[config.mk]
export PLATFORM = sky130hd
export DESIGN_NAME = pkt_encap
export DESIGN_NICKNAME = d
export VERILOG_FILES = /design/src/rtl/pkt_encap_pkg.sv /design/src/rtl/pkt_crc.sv /design/src/rtl/pkt_encap.sv
export SDC_FILE = /design/constraint.sdc
export NUM_CORES = 1
export LEC_CHECK = 0
export BUFFER_PORTS_ARGS = -buffer_cell sky130_fd_sc_hd__buf_2
export CAP_MARGIN = 25
export CORE_ASPECT_RATIO = 2
export CORE_UTILIZATION = 55
export CTS_CLUSTER_SIZE = 12
export DETAILED_ROUTE_END_ITERATION = 6
export PLACE_DENSITY = 0.83
export SLEW_MARGIN = 10
export SYNTH_ARGS = -nofsm -noshare
export SYNTH_HDL_FRONTEND = slang
export SYNTH_SLANG_ARGS = --single-unit
[constraint.sdc]
create_clock -name clk_i -period 3.6 [get_ports clk_i]
set_input_delay 0.36 -clock clk_i [delete_from_list [all_inputs] [get_ports clk_i]]
set_output_delay 0.36 -clock clk_i [all_outputs]
set_load 0.05 [all_outputs]
[src/rtl/pkt_encap_pkg.sv]
package pkt_encap_pkg;
  typedef enum logic [1:0] {
    MODE_HDLC = 2'b00,
    MODE_CRC  = 2'b01,
    MODE_PPP  = 2'b10
  } mode_e;

  typedef enum logic [2:0] {
    ST_IDLE,
    ST_HDR,
    ST_DATA,
    ST_FCS,
    ST_END
  } st_e;

  localparam logic [7:0] FLAG_BYTE = 8'h7E;
  localparam logic [7:0] ESC_BYTE  = 8'h7D;
  localparam logic [7:0] ESC_MASK  = 8'h20;
  localparam logic [7:0] HDR_ADDR  = 8'hFF;
  localparam logic [7:0] HDR_CTRL  = 8'h03;
  localparam logic [15:0] POLY16_REV = 16'h8408;
  localparam logic [31:0] POLY32_REV = 32'hEDB88320;
endpackage

[src/rtl/pkt_crc.sv]
module pkt_crc #(
  parameter int         W    = 16,
  parameter logic [W-1:0] POLY = '0
) (
  input  logic         clk_i,
  input  logic         rst_ni,
  input  logic         init_i,
  input  logic         en_i,
  input  logic [7:0]   data_i,
  output logic [W-1:0] crc_o
);
  localparam int PAD = W - 8;

  function automatic logic [W-1:0] upd(logic [W-1:0] c, logic [7:0] d);
    logic [W-1:0] r;
    r = c ^ {{PAD{1'b0}}, d};
    for (int i = 0; i < 8; i++) r = r[0] ? ((r >> 1) ^ POLY) : (r >> 1);
    return r;
  endfunction

  logic [W-1:0] crc_q;

  always_ff @(posedge clk_i or negedge rst_ni) begin
    if (!rst_ni)     crc_q <= '1;
    else if (en_i)   crc_q <= upd(init_i ? '1 : crc_q, data_i);
    else if (init_i) crc_q <= '1;
  end

  assign crc_o = crc_q;
endmodule

[src/rtl/pkt_encap.sv]
module pkt_encap
  import pkt_encap_pkg::*;
#(
  parameter int PROTO_W = 16
) (
  input  logic               clk_i,
  input  logic               rst_ni,
  input  logic [1:0]         mode_i,
  input  logic               crc32_i,
  input  logic [PROTO_W-1:0] proto_i,
  input  logic [7:0]         in_data_i,
  input  logic               in_valid_i,
  input  logic               in_sop_i,
  input  logic               in_eop_i,
  output logic               in_ready_o,
  output logic [7:0]         out_data_o
);
  localparam int IDX_W = 2;

  st_e                st_q, st_d;
  logic [IDX_W-1:0]   idx_q, idx_d;
  logic [7:0]         out_q, out_d;
  logic               esc_q, esc_d;
  logic [7:0]         escb_q, escb_d;
  logic [1:0]         mode_q, mode_d;
  logic               c32_q, c32_d;
  logic [PROTO_W-1:0] proto_q, proto_d;

  logic        crc_init, crc_en, raw_vld, ready, ppp_start, has_fcs;
  logic [7:0]  raw;
  logic [15:0] crc16;
  logic [31:0] crc32, fcs_word;
  logic [IDX_W-1:0] fcs_last;

  pkt_crc #(.W(16), .POLY(POLY16_REV)) u_crc16 (
    .clk_i, .rst_ni, .init_i(crc_init), .en_i(crc_en), .data_i(raw), .crc_o(crc16)
  );
  pkt_crc #(.W(32), .POLY(POLY32_REV)) u_crc32 (
    .clk_i, .rst_ni, .init_i(crc_init), .en_i(crc_en), .data_i(raw), .crc_o(crc32)
  );

  assign fcs_word  = c32_q ? ~crc32 : {16'h0000, ~crc16};
  assign fcs_last  = c32_q ? 2'd3 : 2'd1;
  assign has_fcs   = (mode_q == MODE_CRC) || (mode_q == MODE_PPP);
  assign ppp_start = in_valid_i && in_sop_i && (mode_i == MODE_PPP);

  always_comb begin
    st_d = st_q; idx_d = idx_q; esc_d = esc_q; escb_d = escb_q;
    mode_d = mode_q; c32_d = c32_q; proto_d = proto_q;
    ready = 1'b0; raw_vld = 1'b0; raw = 8'h00; crc_en = 1'b0; crc_init = 1'b0;
    out_d = FLAG_BYTE;
    if (esc_q) begin
      out_d = escb_q ^ ESC_MASK;
      esc_d = 1'b0;
    end else begin
      unique case (st_q)
        ST_IDLE: begin
          ready = !ppp_start;
          if (in_valid_i && in_sop_i) begin
            mode_d = mode_i; c32_d = crc32_i; proto_d = proto_i;
            crc_init = 1'b1; crc_en = 1'b1; raw_vld = 1'b1; idx_d = '0;
            if (ppp_start) begin
              raw = HDR_ADDR; st_d = ST_HDR; idx_d = 2'd1;
            end else begin
              raw  = in_data_i;
              st_d = !in_eop_i ? ST_DATA : (mode_i == MODE_CRC) ? ST_FCS : ST_END;
            end
          end
        end
        ST_HDR: begin
          raw_vld = 1'b1; crc_en = 1'b1;
          unique case (idx_q)
            2'd1:    raw = HDR_CTRL;
            2'd2:    raw = proto_q[PROTO_W-1 -: 8];
            default: raw = proto_q[7:0];
          endcase
          idx_d = idx_q + 1'b1;
          if (idx_q == 2'd3) st_d = ST_DATA;
        end
        ST_DATA: begin
          ready = 1'b1;
          if (in_valid_i) begin
            raw = in_data_i; raw_vld = 1'b1; crc_en = 1'b1; idx_d = '0;
            if (in_eop_i) st_d = has_fcs ? ST_FCS : ST_END;
          end
        end
        ST_FCS: begin
          raw = fcs_word[{idx_q, 3'b000} +: 8]; raw_vld = 1'b1;
          idx_d = idx_q + 1'b1;
          if (idx_q == fcs_last) st_d = ST_END;
        end
        ST_END:  st_d = ST_IDLE;
        default: st_d = ST_IDLE;
      endcase
      if (raw_vld) begin
        if (raw == FLAG_BYTE || raw == ESC_BYTE) begin
          out_d = ESC_BYTE; esc_d = 1'b1; escb_d = raw;
        end else begin
          out_d = raw;
        end
      end
    end
  end

  always_ff @(posedge clk_i or negedge rst_ni) begin
    if (!rst_ni) begin
      st_q <= ST_IDLE; idx_q <= '0; out_q <= FLAG_BYTE; esc_q <= 1'b0;
      escb_q <= '0; mode_q <= '0; c32_q <= 1'b0; proto_q <= '0;
    end else begin
      st_q <= st_d; idx_q <= idx_d; out_q <= out_d; esc_q <= esc_d;
      escb_q <= escb_d; mode_q <= mode_d; c32_q <= c32_d; proto_q <= proto_d;
    end
  end

  assign in_ready_o = ready;
  assign out_data_o = out_q;

  AST_ESC_STALLS: assert property (@(posedge clk_i) disable iff (!rst_ni)
    esc_q |-> !in_ready_o);
  AST_ESC_MARKER: assert property (@(posedge clk_i) disable iff (!rst_ni)
    esc_q |-> out_data_o == ESC_BYTE);
  AST_IDLE_FLAG: assert property (@(posedge clk_i) disable iff (!rst_ni)
    (st_q == ST_IDLE && !esc_q) |-> out_data_o == FLAG_BYTE);
  AST_HDR_ONLY_PPP: assert property (@(posedge clk_i) disable iff (!rst_ni)
    st_q == ST_HDR |-> mode_q == MODE_PPP);
  AST_NO_FCS_FLAGONLY: assert property (@(posedge clk_i) disable iff (!rst_ni)
    st_q == ST_FCS |-> (mode_q == MODE_CRC || mode_q == MODE_PPP));
  AST_FCS_LEN: assert property (@(posedge clk_i) disable iff (!rst_ni)
    st_q == ST_FCS |-> idx_q <= (c32_q ? 2'd3 : 2'd1));
  AST_MODE_HELD: assert property (@(posedge clk_i) disable iff (!rst_ni)
    (st_q != ST_IDLE && $past(st_q) != ST_IDLE) |-> ($stable(mode_q) && $stable(c32_q)));
endmodule

# Word-level counts from Yosys, hierarchy flattened
# Cells that the tools add are included.
[word_totals]
regBits = 89
inputBits = 32
out_inout_bits = 9
[classes]
n_reduce_logical = 12
add_sub_neg = 1
n_bitwise = 22
eq_ne = 18
mux = 59
shifts = 1
[ops]
columns = ["operator", "n"]
rows = [
  ["$mux 32", 11],
  ["$mux 16", 10],
  ["$not 13->14", 8],
  ["$mux 8", 8],
  ["$not 32->32", 1],
  ["$pmux 8 s4", 1],
  ["$shiftx 32x6->8", 1],
  ["$xor 32x8->32", 1],
  ["$mux 3", 9],
  ["$not 2->3", 8],
  ["$eq 8x7->1 const B", 2],
  ["$not 16->16", 1],
  ["$pmux 8 s2", 1],
  ["$xor 16x8->16", 1],
  ["$pmux 3 s4", 1],
  ["$mux 1", 11],
  ["$ne 2x2->1 const B", 5],
  ["$eq 2x2->1 const B", 4],
  ["$eq 2x1->1 const B", 3],
  ["$eq 3x2->1 const B", 2],
  ["$mux 2", 3],
  ["$pmux 1 s3", 2],
  ["$pmux 2 s3", 1],
  ["$reduce_and 3->1", 2],
  ["other kinds (13)", 16],
]

# Depth between registers and ports, before layout
# Gate-level depths: netlist (run 1).
[logic_depth]
word_depth = 25
ltp_mapped = 14
ltp_nobuf = 11

# By module
# A second synthesis (run 1) with hierarchy kept.
[hier_totals]
cells_unflattened = 667
hier_area_um2 = 6223.5
[by_module_without_submodules]
columns = ["module", "seq_area_each_um2", "cells_per_inst", "area_per_inst_um2", "instances"]
rows = [
  ["pkt_encap", 1033.5, 258, 2660.1, 1],
  ["pkt_crc (u_crc32)", 840.8, 290, 2503.7, 1],
  ["pkt_crc (u_crc16)", 420.4, 119, 1059.8, 1],
]

# Least setup slack after synthesis (run 1)
# Ideal clock, no wire load.
[synth_timing]
path_kind = "register -> register"
from = "register idx_q[0]"
to = "register u_crc32.crc_q[18] (netlist: u_crc32.crc_o[18])"
path_slack_ps = 251
synth_period_minus_slack_ps = 3349
stages_incl_launch_ff = 14
path_buffers = 3
t_arrival_ps = 3269
t_required_ps = 3519
cell_sequence = "dfrtp_1 > buf_4 > buf_6 > inv_1 > ha_1 > clkbuf_1 > nand3b_1 > a21oi_1 > a221oi_2 > xnor2_2 > xnor2_2 > xnor3_1 > o22ai_1 > a21oi_1"
[synth_via]
elab_chain_cells = 19
[synth_lines]
columns = ["element", "line", "rtl"]
rows = [
  ["from (decl)", "pkt_encap.sv:21", "logic [IDX_W-1:0] idx_q, idx_d;"],
  ["from (signal assigned)", "pkt_encap.sv:110", "st_q <= st_d; idx_q <= idx_d; out_q <= out_d; esc_q <= esc_d;"],
  ["branches (longest 2 deep; another with $shiftx 32x6->8)", "-", ""],
  ["$pmux 8 s4 *", "pkt_encap.sv:56", "unique case (st_q)"],
  ["$mux 8 * (2 in a row)", "pkt_encap.sv:52", "if (esc_q) begin"],
  ["$xor 32x8->32 *", "pkt_crc.sv:16", "r = c ^ {{PAD{1'b0}}, d};"],
  ["$mux 32 * (2 in a row)", "pkt_crc.sv:17", "for (int i = 0; i < 8; i++) r = r[0] ? ((r >> 1) ^ POLY) : (r >> 1);"],
  ["$not 13->14 (no source line)", "-", ""],
  ["$mux 32 * (2 in a row)", "pkt_crc.sv:17", ""],
  ["$not 13->14 (no source line)", "-", ""],
  ["$mux 32 *", "pkt_crc.sv:17", ""],
  ["$not 13->14 (no source line)", "-", ""],
  ["$mux 32 *", "pkt_crc.sv:17", ""],
  ["$not 13->14 (no source line)", "-", ""],
  ["$mux 32 * (2 in a row)", "pkt_crc.sv:17", ""],
  ["$mux 32 *", "pkt_crc.sv:25", "else if (en_i) crc_q <= upd(init_i ? '1 : crc_q, data_i);"],
  ["to (signal assigned)", "pkt_crc.sv:25", ""],
  ["to (decl)", "pkt_crc.sv:21", "logic [W-1:0] crc_q;"],
]
# Mark *: on every way between the ends. The select of a mux whose other input is x is not followed.
# A chain may end at the register's enable or synchronous reset.

# Final worst setup path (run 1)
[layout_timing]
from = "register idx_q[0]"
to = "register u_crc16.crc_q[3] (netlist: u_crc16.crc_o[3])"
[layout_via]
elab_chain_cells = 16
[layout_lines]
columns = ["element", "line"]
rows = [
  ["branches (longest 2 deep; another with $shiftx 32x6->8)", "-"],
  ["$pmux 8 s4 *", "pkt_encap.sv:56"],
  ["$mux 8 * (2 in a row)", "pkt_encap.sv:52"],
  ["$xor 16x8->16 *", "pkt_crc.sv:16"],
  ["$mux 16 * (7 in a row)", "pkt_crc.sv:17"],
  ["$not 2->3 (no source line) / $mux 16 (equally long branches)", "-"],
  ["$mux 16 *", "pkt_crc.sv:17"],
  ["$mux 16 *", "pkt_crc.sv:25"],
  ["to (signal assigned)", "pkt_crc.sv:25"],
  ["to (decl)", "pkt_crc.sv:21"],
]
# Marks and branches as above.

==> results of run 1 <==
[layer usage]
metal  wire length [µm]  global-route usage  vias up
met4               1510               0.280        0
met5                  0                   0        -
met1               5920               0.344     2520
met3                957              0.0596       99
met2               8910               0.547      256
li1                   -                   -     2379
[Yosys cell counts (all sizes together), types with 2 or more instances]
library cell,count
nor3,25
a31oi,4
xor2,16
a21o,4
o211a,4
dfstp,54
mux2,3
o22ai,16
clkbuf,29
o22a,11
nor2,82
nand2,89
buf,15
a22oi,10
mux2i,23
nand3,8
xnor3,3
nand3b,2
ha,3
o21a,3
a21oi,56
nor4,5
dfrtp,35
nor2b,9
inv,7
o21ai,36
nand2b,9
o2bb2ai,8
xnor2,53
or2,3
or3,5
and2,2
a311oi,2
a221oi,4
a211oi,6
[cell type report]
cell class	instances	area [µm²]
sequential	89	2290
timing repair buffer	71	483
multi-input combinational	520	3420
clock inverter	7	71.3
fill	884	3790
clock buffer	9	225
tap	137	171
inverter	7	26.3
[sequential cells by signal (all words and copies together) (netlist names)]
name,flops
u_crc16.crc_o,16
esc_q,1
mode_q,2
escb_q,8
proto_q,16
st_q,3
c32_q,1
u_crc32.crc_o,32
out_data_o,8
idx_q,2
[placed cells by master, fill, tap and decap left out, types with 4 or more instances in the layout]
master	instances
nand3_1	8
or3_1	5
buf_2	39
o2bb2ai_1	8
o21ai_0	36
mux2i_1	23
xnor2_2	7
xnor2_4	5
a31oi_1	4
nor3_1	24
a22oi_1	10
clkbuf_16	9
dfrtp_1	35
nor2_1	80
a211oi_1	6
a21oi_1	55
xnor2_1	41
nor2b_1	9
o22a_1	11
dfstp_2	54
a21o_1	4
nand2_1	89
buf_4	28
o211a_1	4
xor2_1	13
nand2b_1	9
nor4_1	5
inv_1	7
o22ai_1	15
[through the flow]
stage,instances,instance area (µm²),worst slack [ns],hold WS (ns)
after global routing,840,6690,0.0435,0.210
after CTS,840,6690,0.281,0.187
after detailed placement,823,6380,0.325,0.367
final,840,6690,0.168,0.191
after floorplan,660,5920,0.251,0.0644
after global placement,822,6350,0.383,0.427
[worst max-delay path: cells and delay by family (launching register included)]
family                   cells  cell delay (ns)
XOR/XNOR                     3             1.27
AO/OA/AOI/OAI                4             0.80
AND/OR/NAND/NOR              2             0.46
adder cells (fa/ha/maj)      1             0.41
flip-flops                   1             0.36
buffers and inverters        1             0.07
[worst paths after layout]
check                                    to  cells past startpoint  slack [ns]
max                        u_crc16.crc_o[3]                     11        0.17
min                             proto_q[14]                      3        0.19
max reg2reg                u_crc16.crc_o[3]                     11        0.17
min reg2reg                   out_data_o[5]                      1        0.44
max in group asynchronous  u_crc16.crc_o[5]                      3        2.35
min in group asynchronous        proto_q[9]                      2        0.53
[cells by family after synthesis]
| group | Yosys count |
|---|---|
| adder cells (fa/ha/maj) | 3 |
| buffers and inverters | 51 |
| flip-flops | 89 |
| multiplexers | 27 |
| AND/OR/NAND/NOR | 244 |
| XOR/XNOR | 72 |
| AO/OA/AOI/OAI | 174 |
==> impl_metrics.yaml, run 1 <==
run_status:
  outcome: "finished clean"
critical_path:
  cp-end-kind: "flop"
  critical_path.cell_chain: "inv_1 > ha_1 > nor2b_1 > a22oi_1 > o22ai_1 > nor2_1 > xnor2_1 > xnor2_1 > xnor2_1 > a21oi_1 > o22a_1"
  cp.required_ns: 3.88
  cp_max_fo: 9
  path_class: "flop to flop"
  crit_path_frequent_cell: "xnor2_1"
  critPathLaunchType: "flop"
  r2r-start: "idx_q[0]"
  critPathMaxStageDelay_ns: 0.53
  slowest_stage: "xnor2_1"
  cp.arrival_ns: 3.71
  crit_path_start: "idx_q[0]"
routing:
  drt_pre_antenna_iters: 5
  vias: 5254
  drt-total-wl_mm: 17.3
  viasPerCell: 6.25
  ant_nets: 0
  drt_iter0_drc: 444
  drc: 0
  wl_per_cell_um: 20.6
global_routing:
  grt_pass1_vias: 5329
  antenna_found_initial: 0
  grt_max_degree: 83
  grt.overflow.total: 0
  grt_usage: 0.330
  grt_pass1_wl_mm: 27.1
sta:
  clock.fmax_mhz: 291
  fin_setup_tns_ns: 0
  skew_ns: 0.00931
  finalSetupViolations: 0
  finalHoldViolCount: 0
  period_minus_slack_ns: 3.43
  drv_slew: 0
  slew_headroom: 0.422
  worst_pin_slew_ns: 0.858
  fin_crit_sh: 0.953
  grt_setup_unrepaired: "no"
clock_network:
  clk_latency_ns: 0.35
  cts_made_buffers: 9
  cts_setup_buffers: 0
  cts_buffer_depth: 2
  htree_levels: 3
  clk_pin_slew_ns: 0.08
  clock_sinks: 89
  ctsRootBufferMaster: "clkbuf_16"
  cts_hold_buf: 1
  postCtsResizedCells: 0
  cts_tree: "yes"
placement:
  dpl.hpwl_mm: 12.7
  port_buffers: 40
  gp_routability_congestion: 0.988
floorplanning:
  rows: 53
  die_w_um: 75.4
  coreArea_um2: 10500
  fp.dieH_um: 149
  start_util: 0.565
  die_area_um2: 11200
  num_io_pins: 41
yosys:
  synth-edff-count: 0
  seq_area_frac_synth: 0.388
  synthAdderAreaFrac: 0.00634
  synth.avg_cell_area_um2: 8.97
  synth_compound_area_frac: 0.194
  syn-num-nets: 695
  synth_area_um2: 5920
  yosysWarnings: 0
  muxShareOfSynthArea: 0.0484
  yosys.area.top_type_share: 0.240
  synth_top_family_by_area: "compound AO/OA/AOI/OAI gates"
  synth_cell_types: 65
  synthFlopType: "dfstp_2"
  async_flop_share: 1.00
  synth-seq-cells: 89
  synthXorXnorAreaFrac: 0.142
  synthSimpleGateAreaFrac: 0.183
  synthTopCellsByArea: "dfstp_2 (24%), dfrtp_1 (15%), xnor2_1 (6.1%), nand2_1 (5.6%), nor2_1 (5.1%)"
  synth_largest_area_cell: "dfstp_2"
  netlist_instances: 660
flow_run:
  drv_cap: 0
layout:
  final_nets: 733
  diodes: 0
  drive_gt1_frac: 0.243
  fin_util: 0.638
  area_delta_synth_final_pct: 13.0
hold_path:
  hold_start: "proto_i[14]"
  hp-class: "input port to flop"
Power of run 1 is left out: the tool's default activity adds up to more than one toggle a clock period on the data nets, which glitch-free logic cannot reach.
==> run 2, diff against run 1 <==
CORE_MARGIN = 3   (was default)
GPL_TIMING_DRIVEN = 0   (was default)
==> run 2 against run 1 <==
Net effect:
- via count is 5.6% higher
- design area grew 3.2%
- sequential share of layout area shrank 1.0 points
- clock skew down 0.0016 ns
- critical path depth is 1 lower
- critical endpoint is now u_crc32.crc_o[26]
- non-clock buffer count up 33
- fmax decreased by 1.9%
- first-iteration DRC count fell by 20%
- worst hold slack lost 0.15 ns
- setup slack worse by 0.068 ns
==> impl_metrics.yaml, run 2 (same netlist as run 1, synthesis figures left out) <==
placement:
  pre_cts_ws_ns: -0.746
  dpl-instance-area_um2: 6310
  port_buffers: 40
  gp_routability_congestion: 0.967
  dpl.hpwl_mm: 14.5
routing:
  drt-total-wl_mm: 19.7
  vias: 5550
  ant_nets: 0
  viasPerCell: 6.36
  drt_pre_antenna_iters: 5
  drc: 0
  wl_per_cell_um: 22.6
  drt_iter0_drc: 357
sta:
  drv_slew: 0
  fin_crit_sh: 0.972
  skew_ns: 0.00767
  final.setup.worst_slack_ns: 0.0995
  worst_pin_slew_ns: 0.810
  slew_headroom: 0.457
  hold_ws_ns: 0.0414
  period_minus_slack_ns: 3.50
  fin_setup_tns_ns: 0
  grt_setup_unrepaired: "no"
  finalHoldViolCount: 0
  clock.fmax_mhz: 286
  finalSetupViolations: 0
clock_network:
  clock_sinks: 89
  clk_latency_ns: 0.35
  cts_made_buffers: 9
  clk_pin_slew_ns: 0.07
  cts_buffer_depth: 2
  cts_hold_buf: 0
  cts_tree: "yes"
  htree_levels: 3
  ctsRootBufferMaster: "clkbuf_16"
layout:
  diodes: 0
  area_delta_synth_final_pct: 16.6
  largest_reg_flops: 32
  drive_gt1_frac: 0.254
  multi_input_area_um2: 3540
  mostFrequentLayoutCells: "nand2_1 (89), nor2_1 (78), a21oi_1 (55)"
  fin_area_um2: 6900
  final_nets: 766
  seq_area_um2: 2300
  final_common_cell: "nand2_1"
  nFillCells: 860
global_routing:
  grt_pass1_vias: 5741
  grt_max_degree: 52
  grt_usage: 0.335
  grt.overflow.total: 0
  grt_pass1_wl_mm: 30.6
  antenna_found_initial: 0
critical_path:
  slowest_stage: "a21oi_1"
  critPathMaxStageDelay_ns: 0.67
  critical_path.cell_chain: "buf_4 > nand2b_1 > or3_1 > buf_2 > nand2_1 > nand2_1 > a21oi_1 > clkbuf_1 > clkbuf_1 > a21oi_1"
  cp-end-kind: "flop"
  path_delay_family: "buffers and inverters"
  path_class: "flop to flop"
  crit_buf_inv: 4
  cp.required_ns: 3.85
  cp_max_fo: 10
  critPathLaunchType: "flop"
  cp.arrival_ns: 3.75
floorplanning:
  die_area_um2: 12100
  start_util: 0.565
  num_io_pins: 41
  die_w_um: 79.4
  coreArea_um2: 10500
  fp.dieH_um: 153
  rows: 53
hold_path:
  hp-class: "input port to async pin"
flow_run:
  drv_cap: 0
run_status:
  outcome: "finished clean"
[run 2: changes by cell type in the layout (fill, tap and decap cells not counted), sizes merged]
cell	before	now
buf	70	75
clkbuf	9	38
dlygate4sd3	1	0
clkinvlp	0	2
clkinv	3	1
[run 2: layout make-up]
class | instances | share of cell area
plain buffers | 43 | 0.0297
clock buffers | 9 | 0.0326
clock inverters | 7 | 0.00888
inverters | 7 | 0.00381
multi-input cells | 520 | 0.513
flip-flops and latches | 89 | 0.333
well taps | 137 | 0.0248
repair buffers | 61 | 0.0540
[run 2: metrics by stage]
| stage | utilization | std cells |
|---|---|---|
| 6_report | 0.659 | 873 |
| 3_5_place_dp | 0.602 | 838 |
| 3_3_place_gp | 0.600 | 837 |
| 4_1_cts | 0.649 | 865 |
| 5_1_grt | 0.659 | 873 |
| 2_1_floorplan | - | 660 |
[run 2: repair_timing]
item	4_1_cts	5_1_grt
setup buffers	11	9
gates resized for setup	19	9
endpoints found under the setup margin	43	21
pin swaps	9	7
[run 2: final timing paths]
| check | startpoint | slack, ns | cells past startpoint | to |
|---|---|---|---|---|
| max in group asynchronous | rst_ni | 2.83 | 2 | u_crc32.crc_o[24] |
| min in group clk_i | proto_i[11] | 0.19 | 3 | proto_q[11] |
| hold reg to reg | escb_q[5] | 0.44 | 1 | out_data_o[5] |
| setup reg to reg | st_q[0] | 0.1 | 10 | u_crc32.crc_o[26] |
| hold / removal | rst_ni | 0.04 | 1 | proto_q[5] |
| setup / recovery | st_q[0] | 0.1 | 10 | u_crc32.crc_o[26] |
[run 2: worst register-to-register path, cell delays in order (launching register included)]
cell and delay (ns):
dfrtp_1 0.36, buf_4 0.17, nand2b_1 0.21, or3_1 0.32
buf_2 0.18, nand2_1 0.09, nand2_1 0.10, a21oi_1 0.67
clkbuf_1 0.56, clkbuf_1 0.59, a21oi_1 0.15
[run 2: per-layer routing]
layer / vias to the layer above / GRT usage / routed length (µm)
met5: - / 0 / 0
met4: 0 / 0.274 / 1780
met3: 122 / 0.0686 / 1280
met2: 347 / 0.588 / 10300
met1: 2616 / 0.323 / 6290
li1: 2465 / - / -
Power of run 2 is left out for the same reason.
